File: src/rtl/boot_ldr_pkg.sv
package boot_ldr_pkg;

    // Default image geometry: 2**IMG_ADDR_W bytes of DATA_W bits.
    localparam int unsigned IMG_ADDR_W = 8;
    localparam int unsigned IMG_DATA_W = 8;

    // Loader sequencing states.
    typedef enum logic [1:0] {
        LD_IDLE = 2'd0,   // waiting for a start in bootstrap mode
        LD_FILL = 2'd1,   // accepting image bytes
        LD_TAIL = 2'd2    // final write on the RAM port, handoff next
    } ld_state_e;

    // One step of the sequencer: next state and the strobes it issues.
    typedef struct packed {
        ld_state_e nxt;
        logic      clear;   // reset the write pointer
        logic      accept;  // take the current byte
        logic      fire;    // request the handoff pulse
    } ld_step_t;

    function automatic ld_step_t ld_step(
        input ld_state_e cur,
        input logic      mode,
        input logic      go,
        input logic      byte_vld,
        input logic      at_end
    );
        ld_step_t s;
        s.nxt    = cur;
        s.clear  = 1'b0;
        s.accept = 1'b0;
        s.fire   = 1'b0;
        unique case (cur)
            LD_IDLE: begin
                if (mode && go) begin
                    s.nxt   = LD_FILL;
                    s.clear = 1'b1;
                end
            end
            LD_FILL: begin
                if (!mode) begin
                    s.nxt = LD_IDLE;
                end else if (byte_vld) begin
                    s.accept = 1'b1;
                    if (at_end) s.nxt = LD_TAIL;
                end
            end
            LD_TAIL: begin
                s.nxt  = LD_IDLE;
                s.fire = 1'b1;
            end
            default: s.nxt = LD_IDLE;
        endcase
        return s;
    endfunction

endpackage

File: src/rtl/ldr_addr_ctr.sv
module ldr_addr_ctr #(
    parameter int unsigned ADDR_W = 8
) (
    input  logic              clk,
    input  logic              rst,
    input  logic              clear,
    input  logic              inc,
    output logic [ADDR_W-1:0] slot,
    output logic              at_end
);
    localparam logic [ADDR_W-1:0] LAST_SLOT = {ADDR_W{1'b1}};

    logic [ADDR_W-1:0] slot_q;

    always_ff @(posedge clk) begin
        if (rst || clear) begin
            slot_q <= '0;
        end else if (inc) begin
            slot_q <= slot_q + 1'b1;
        end
    end

    assign slot   = slot_q;
    assign at_end = (slot_q == LAST_SLOT);
endmodule

File: src/rtl/ldr_ctrl.sv
module ldr_ctrl
    import boot_ldr_pkg::*;
(
    input  logic clk,
    input  logic rst,
    input  logic boot_mode,
    input  logic start,
    input  logic rx_valid,
    input  logic at_end,
    output logic clear,
    output logic accept,
    output logic fire,
    output logic busy
);
    ld_state_e state_q;
    ld_step_t  step;

    always_comb begin
        step = ld_step(state_q, boot_mode, start, rx_valid, at_end);
    end

    always_ff @(posedge clk) begin
        if (rst) begin
            state_q <= LD_IDLE;
        end else begin
            state_q <= step.nxt;
        end
    end

    assign clear  = step.clear;
    assign accept = step.accept;
    assign fire   = step.fire;
    assign busy   = (state_q != LD_IDLE);
endmodule

File: src/rtl/ldr_wr_port.sv
module ldr_wr_port #(
    parameter int unsigned ADDR_W = 8,
    parameter int unsigned DATA_W = 8
) (
    input  logic              clk,
    input  logic              rst,
    input  logic              accept,
    input  logic [ADDR_W-1:0] slot,
    input  logic [DATA_W-1:0] din,
    output logic [ADDR_W-1:0] wr_addr,
    output logic [DATA_W-1:0] wr_data,
    output logic              wr_en
);
    always_ff @(posedge clk) begin
        if (rst) begin
            wr_en   <= 1'b0;
            wr_addr <= '0;
            wr_data <= '0;
        end else begin
            wr_en <= accept;
            if (accept) begin
                wr_addr <= slot;
                wr_data <= din;
            end
        end
    end
endmodule

File: src/rtl/ldr_handoff.sv
module ldr_handoff (
    input  logic clk,
    input  logic rst,
    input  logic fire,
    output logic pulse
);
    always_ff @(posedge clk) begin
        if (rst) begin
            pulse <= 1'b0;
        end else begin
            pulse <= fire;
        end
    end
endmodule

File: src/rtl/boot_ram_loader.sv
module boot_ram_loader #(
    parameter int unsigned ADDR_W = boot_ldr_pkg::IMG_ADDR_W,
    parameter int unsigned DATA_W = boot_ldr_pkg::IMG_DATA_W
) (
    input  logic              clk,
    input  logic              rst,
    input  logic              boot_mode,
    input  logic              start,
    input  logic              rx_valid,
    input  logic [DATA_W-1:0] rx_data,
    output logic [ADDR_W-1:0] ram_addr,
    output logic [DATA_W-1:0] ram_wdata,
    output logic              ram_we,
    output logic              busy,
    output logic              jump_pulse
);
    logic              clear;
    logic              accept;
    logic              fire;
    logic              at_end;
    logic [ADDR_W-1:0] slot;

    ldr_ctrl u_ctrl (
        .clk       (clk),
        .rst       (rst),
        .boot_mode (boot_mode),
        .start     (start),
        .rx_valid  (rx_valid),
        .at_end    (at_end),
        .clear     (clear),
        .accept    (accept),
        .fire      (fire),
        .busy      (busy)
    );

    ldr_addr_ctr #(.ADDR_W(ADDR_W)) u_ctr (
        .clk    (clk),
        .rst    (rst),
        .clear  (clear),
        .inc    (accept),
        .slot   (slot),
        .at_end (at_end)
    );

    ldr_wr_port #(.ADDR_W(ADDR_W), .DATA_W(DATA_W)) u_wr (
        .clk     (clk),
        .rst     (rst),
        .accept  (accept),
        .slot    (slot),
        .din     (rx_data),
        .wr_addr (ram_addr),
        .wr_data (ram_wdata),
        .wr_en   (ram_we)
    );

    ldr_handoff u_jump (
        .clk   (clk),
        .rst   (rst),
        .fire  (fire),
        .pulse (jump_pulse)
    );
endmodule

File: config.mk
export PLATFORM = sky130hd
export DESIGN_NAME = boot_ram_loader
export DESIGN_NICKNAME = d
export VERILOG_FILES = /design/src/rtl/boot_ldr_pkg.sv /design/src/rtl/ldr_addr_ctr.sv /design/src/rtl/ldr_ctrl.sv /design/src/rtl/ldr_wr_port.sv /design/src/rtl/ldr_handoff.sv /design/src/rtl/boot_ram_loader.sv
export SDC_FILE = /design/constraint.sdc
export NUM_CORES = 1
export LEC_CHECK = 0
export ABC_AREA = 1
export BUFFER_PORTS_ARGS = -buffer_cell sky130_fd_sc_hd__buf_2
export CAP_MARGIN = 20
export CORE_MARGIN = 2
export CORE_UTILIZATION = 33
export DETAILED_ROUTE_END_ITERATION = 16
export GPL_TIMING_DRIVEN = 0
export PLACE_DENSITY = 0.56
export SLEW_MARGIN = 20
export SYNTH_ARGS = -nofsm -noshare
export SYNTH_HDL_FRONTEND = slang
export SYNTH_SLANG_ARGS = --single-unit
File: constraint.sdc
create_clock -name clk -period 1.68 [get_ports clk]
set_clock_uncertainty 0.1 [all_clocks]
set_input_delay 0.504 -clock clk [delete_from_list [all_inputs] [get_ports clk]]
set_output_delay 0.504 -clock clk [all_outputs]
set_load 0.05 [all_outputs]
==> metrics, run 1 <==
via count 1012; initial antenna violation count 0; RSZ-0062 raised after global routing no; leak pwr 0.624 nW; Worst-Margin Slew 353 ps; most common cell after layout, fill and taps aside buf_2; nets 193; CTS H-tree lvls 1; Post-Route WL 2.33 mm; Crit-path slowest cell dfxtp_2; CTS max path bufs 2; Final Max Slew Viols 0; setup TNS 0 ps; Post-Syn Area 1100 µm²; largest stage delay on the critical path 350 ps; Hold-fix buffers, CTS 0; footprint of the multi-input gates 462 µm²; PortBufs 31; Die H 61.8 µm; Syn Nets 156; Antenna Cells 0; Hold Path Class input pin to flop; Buf+Inv Stages, Crit Path 2; crit path kind flop to output port; commonest non-fill, non-tap cells in the layout buf_2, nor2_1, dfxtp_1, nand2_1; layout cell share with drive strength beyond 1 27.5%; Rows 20; fill count 343; CTS tree yes; Fmax 0.626 GHz; Syn Area/Cell 7.75 µm²; setup violators final 0; Yosys top cell area share 50.9%; Cell Pwr Density 891 nW/µm²; Rel. slew slack 76.5%; top cells by area, synth dfxtp_1, nor2_1, nand2_1; TritonCTS Sinks 28; #FFs+latches synth 28; clk_lat worst skew 330 ps; Post-Syn Instances 142; Iteration-0 DRC Markers 47; die area 3810 µm²; Critical Path AT 990 ps; detailed placement HPWL 1.77 mm; Die X 61.8 µm; sequential area share after synthesis 50.9%; worst-path fanout max 2; Critical Path RT 1080 ps; first-pass GRT wire length 4.02 mm; synth unique cells 20; initial core utilization 35.5%; largest net degree at the start of global routing 17; Reg clk slew, reported paths 150 ps; vias in the first global route 932; final worst slack 83.7 ps; routability congestion estimate 0.749; Fin. Hold Viols 0; critical path cell sequence nor2_2, inv_1, buf_6; Vias/cell 4.56; All-Layer GR Usage 14.4%; post-route DRC violation count 0; number of routed nets with antenna violations 0; Yosys warnings 0; Yosys top cell by area dfxtp_1; drt wl/cell 10.5 µm; Register Area 563 µm²; Initial DRT Pass Iterations 4; Syn-to-layout area delta 25.6%; Num CTS Buffers 3; minimum clock period 1600 ps; critical path launch point type flop; Max-Cap Viols 0; crit share post-route 95.0%; DP Worst Slack 147 ps; Worst IR Drop VDD 0.558 mV; status complete, no violations; Placeable Area 3100 µm²; grt total ovfl 0; CP Capture Type output port; Top delay family on crit path flip-flops; # IOs 32; clk root buf clkbuf_4
## Yosys cell counts
cell      count
nand3_1       5
inv_1        12
buf_2         2
clkbuf_1      1
and2_1        1
nand4_1       3
nand2_2       3
buf_6         2
nor3_1        3
a211oi_1      2
a21oi_2       2
nor2_1       29
o21ai_1       2
dfxtp_1      28
a21oi_1       9
o21ai_0      12
nor2_4        1
ha_1          1
nand2_1      23
xnor2_1       1
## logic make-up after synthesis
group,share of synthesized area [%]
compound gates,13.4
xor+xnor,0.796
fa+ha+maj,1.14
buf+inv,7.39
flops,50.9
simple gates,26.4
## tightest hold or removal path, cell delays in order
cell and delay (ps):
buf_2 80, nor2_1 30, nor2_1 80
## where the power goes
group	internal, W	total [W]	switching (W)
logic	0.0000334	0.000107	0.0000741
registers	0.000675	0.000680	0.00000495
clock network	0.000242	0.000445	0.000203
## path summary, 6_finish.rpt
path                      from              end  slack, ps  depth (start not counted)
max          u_ctrl.state_q[0]             busy         80                          3
min                 rx_data[3]  u_wr.wr_data[3]        280                          3
max reg2reg      u_ctr.slot[0]    u_ctr.slot[6]        290                          7
min reg2reg    u_wr.wr_addr[3]  u_wr.wr_addr[3]        370                          2
## flip-flops by register name (all words and copies together), names as in the netlist
register and count:
u_wr.wr_data 8, u_jump.pulse 1, u_wr.wr_addr 8, u_wr.wr_en 1, u_ctrl.state_q 2, u_ctr.slot 8
## stage by stage
stage	utilization [%]	instance area (µm²)	hold WS, ps	total power [W]	cells
floorplan	-	1100	344	0.000762	142
global placement	42.3	1310	348	0.000797	217
CTS	44.3	1380	266	0.00125	222
global route	44.6	1380	271	0.00129	222
detailed placement	42.3	1310	355	0.000798	217
finish	44.6	1380	278	0.00123	222
## what timing repair did
| item | 4_1_cts | 5_1_grt |
|---|---|---|
| gates resized for setup | 2 | 3 |
| endpoints found under the setup margin | 1 | 1 |
| cloned | 0 | 0 |
| setup buffers | 1 | 0 |
| hold endpoints to repair | 0 | 0 |
## final cells by class
| class | count | share of cell area, % |
|---|---|---|
| clock buffers | 3 | 1.63 |
| plain buffers | 5 | 2.62 |
| well taps | 44 | 3.98 |
| clock inverters | 1 | 2.17 |
| repair buffers | 32 | 12.2 |
| flip-flops and latches | 28 | 40.7 |
| multi-input cells | 97 | 33.4 |
| inverters | 12 | 3.26 |
## per-layer routing
| metal | GRT usage [%] | wire length [µm] | vias to the layer above |
|---|---|---|---|
| met4 | 4.56 | 29 | 0 |
| met2 | 25.0 | 1060 | 32 |
| met1 | 17.0 | 1090 | 447 |
| li1 | - | - | 529 |
| met5 | 0 | 0 | - |
| met3 | 4.55 | 151 | 4 |
Power figures use the tool's default switching activity.
==> inputs of run 2 (changes only) <==
--- a/config.mk
+++ b/config.mk
@@ -12,6 +12,7 @@
 export CORE_UTILIZATION = 33
 export DETAILED_ROUTE_END_ITERATION = 16
 export GPL_TIMING_DRIVEN = 0
+export MAX_ROUTING_LAYER = met4
 export PLACE_DENSITY = 0.56
 export SLEW_MARGIN = 20
 export SYNTH_ARGS = -nofsm -noshare
==> run 2 against run 1 <==
  * Clock power hardly changed
  * Cell count unchanged
  * Sequential share of layout area unchanged
  * Power is the same
  * Global-route usage is 0.45 points higher
  * Non-clock buffer count is the same
  * Fmax is the same
  * Critical path depth unchanged
  * Highest routed layer unchanged
==> metrics, run 2 (synthesis results as in run 1) <==
switch share 22.9% (unchanged); CTS H-tree lvls 1 (unchanged); Die H 61.8 µm (unchanged); Final Max Slew Viols 0 (unchanged); fill count 343 (unchanged); Reg clk slew, reported paths 150 ps (about the same); DP Worst Slack 147 ps (unchanged); grt total ovfl 0 (unchanged); crit share post-route 95.0% (unchanged); Cell Pwr Density 891 nW/µm² (unchanged); most common cell after layout, fill and taps aside buf_2; reg2reg end u_ctr.slot[6]; Hold Path Depth 3 (unchanged); Max-Cap Viols 0 (unchanged); internal power 0.000950 W (unchanged); initial core utilization 35.5% (unchanged); Die X 61.8 µm (unchanged); All-Layer GR Usage 14.9% (+0.45 points); CP Capture Type output port; commonest non-fill, non-tap cells in the layout buf_2, nor2_1, dfxtp_1, nand2_1; clk root buf clkbuf_4; clock group share of total power 36.1% (about the same); critical path launch point type flop; Vias/cell 4.56 (unchanged); PortBufs 31 (unchanged); Rel. slew slack 76.5% (unchanged); CTS tree yes; Hold-fix buffers, CTS 0 (unchanged); vias in the first global route 932 (unchanged); Syn-to-layout area delta 25.6% (unchanged); setup violators final 0 (unchanged); status complete, no violations; nets 193 (unchanged); via count 1012 (unchanged); Rows 20 (unchanged); Worst IR Drop VDD 0.558 mV (unchanged); r2r setup slk 290 ps (about the same); setup TNS 0 ps (unchanged); Comb pwr share 8.7% (about the same); leak pwr 0.624 nW (unchanged); # IOs 32 (unchanged); minimum clock period 1600 ps (unchanged); Worst Hold End u_wr.wr_data[3]; Num CTS Buffers 3 (unchanged); detailed placement HPWL 1.77 mm (unchanged); Fin. Hold Viols 0 (unchanged); post-route DRC violation count 0 (unchanged); Hold Path Class input pin to flop; Initial DRT Pass Iterations 4 (unchanged); TritonCTS Sinks 28 (unchanged); RSZ-0062 raised after global routing no; r2r worst-path depth 7 (unchanged); Reg power frac 55.2% (about the same); number of routed nets with antenna violations 0 (unchanged); die area 3810 µm² (unchanged); Worst Setup SP u_ctrl.state_q[0]; reg-to-reg critical path startpoint u_ctr.slot[0]; CTS max path bufs 2 (unchanged); Post-Route WL 2.33 mm (unchanged); drt wl/cell 10.5 µm (unchanged); Critical Path AT 990 ps (about the same); initial antenna violation count 0 (unchanged); Critical Path RT 1080 ps (about the same); worst-path fanout max 2 (unchanged); crit path kind flop to output port; clk_lat worst skew 330 ps (about the same); Placeable Area 3100 µm² (unchanged); first-pass GRT wire length 4.02 mm (unchanged); layout cell share with drive strength beyond 1 27.5% (unchanged); final worst slack 83.7 ps (unchanged); Worst-Margin Slew 353 ps (unchanged); Fmax 0.626 GHz (unchanged); routability congestion estimate 0.758 (+1.3%); hold path start rx_data[3]; Antenna Cells 0 (unchanged); largest net degree at the start of global routing 17 (unchanged); Iteration-0 DRC Markers 47 (unchanged); Net Sw Power 0.000282 W (unchanged)
==> run 2: area by class of cell <==
cell class                 instances  area (µm²)  area share (%)
sequential                        28         563            40.7
multi-input combinational         97         462            33.4
timing repair buffer              32         169            12.2
tap                               44        55.1            3.98
inverter                          12        45.0            3.26
buffer                             5        36.3            2.62
clock inverter                     1        30.0            2.17
clock buffer                       3        22.5            1.63
==> run 2: through the flow <==
stage,hold slack (ps),total power [W],cell area [µm²],utilization (%),std cells
3_5_place_dp,355,0.000798,1310,42.3,217
4_1_cts,266,0.00125,1380,44.3,222
3_3_place_gp,348,0.000797,1310,42.3,217
6_report,278,0.00123,1380,44.6,222
5_1_grt,271,0.00129,1380,44.6,222
2_1_floorplan,344,0.000762,1100,-,142
==> run 2: how the worst max path moves through the flow <==
stage / endpoint / slack (ps) / cells past startpoint
floorplan: busy / 350 / 2
global placement: u_wr.wr_data[3] / 140 / 5
detailed placement: u_wr.wr_data[4] / 150 / 5
CTS: busy / 20 / 3
global route: busy / 10 / 3
finish: busy / 80 / 3
==> run 2: per-layer routing <==
metal	part of all wire, %	GRT usage, %	vias up
met3	6.1	4.35	4
met4	1.2	4.56	0
met1	47	17.1	447
li1	-	-	529
met5	0	-	-
met2	45	25.0	32
==> run 2: what timing repair did <==
item / CTS / global route
endpoints found under the setup margin: 1 / 1
gates resized for setup: 2 / 3
buffers inserted: 1 / 0
hold endpoints to repair: 0 / 0
==> run 2: power groups by stage <==
stage	clock, W	sequential [W]	combinational (W)
after global routing	0.000487	0.000681	0.000118
final	0.000445	0.000680	0.000107
after global placement	0	0.000694	0.000103
after CTS	0.000463	0.000680	0.000107
after detailed placement	0	0.000695	0.000103
after floorplan	0	0.000724	0.0000380
==> run 2: worst max-delay path, stage by stage, from the launching register on <==
cell and delay, ps:
dfxtp_2 350, nor2_2 110, inv_1 60, buf_6 150
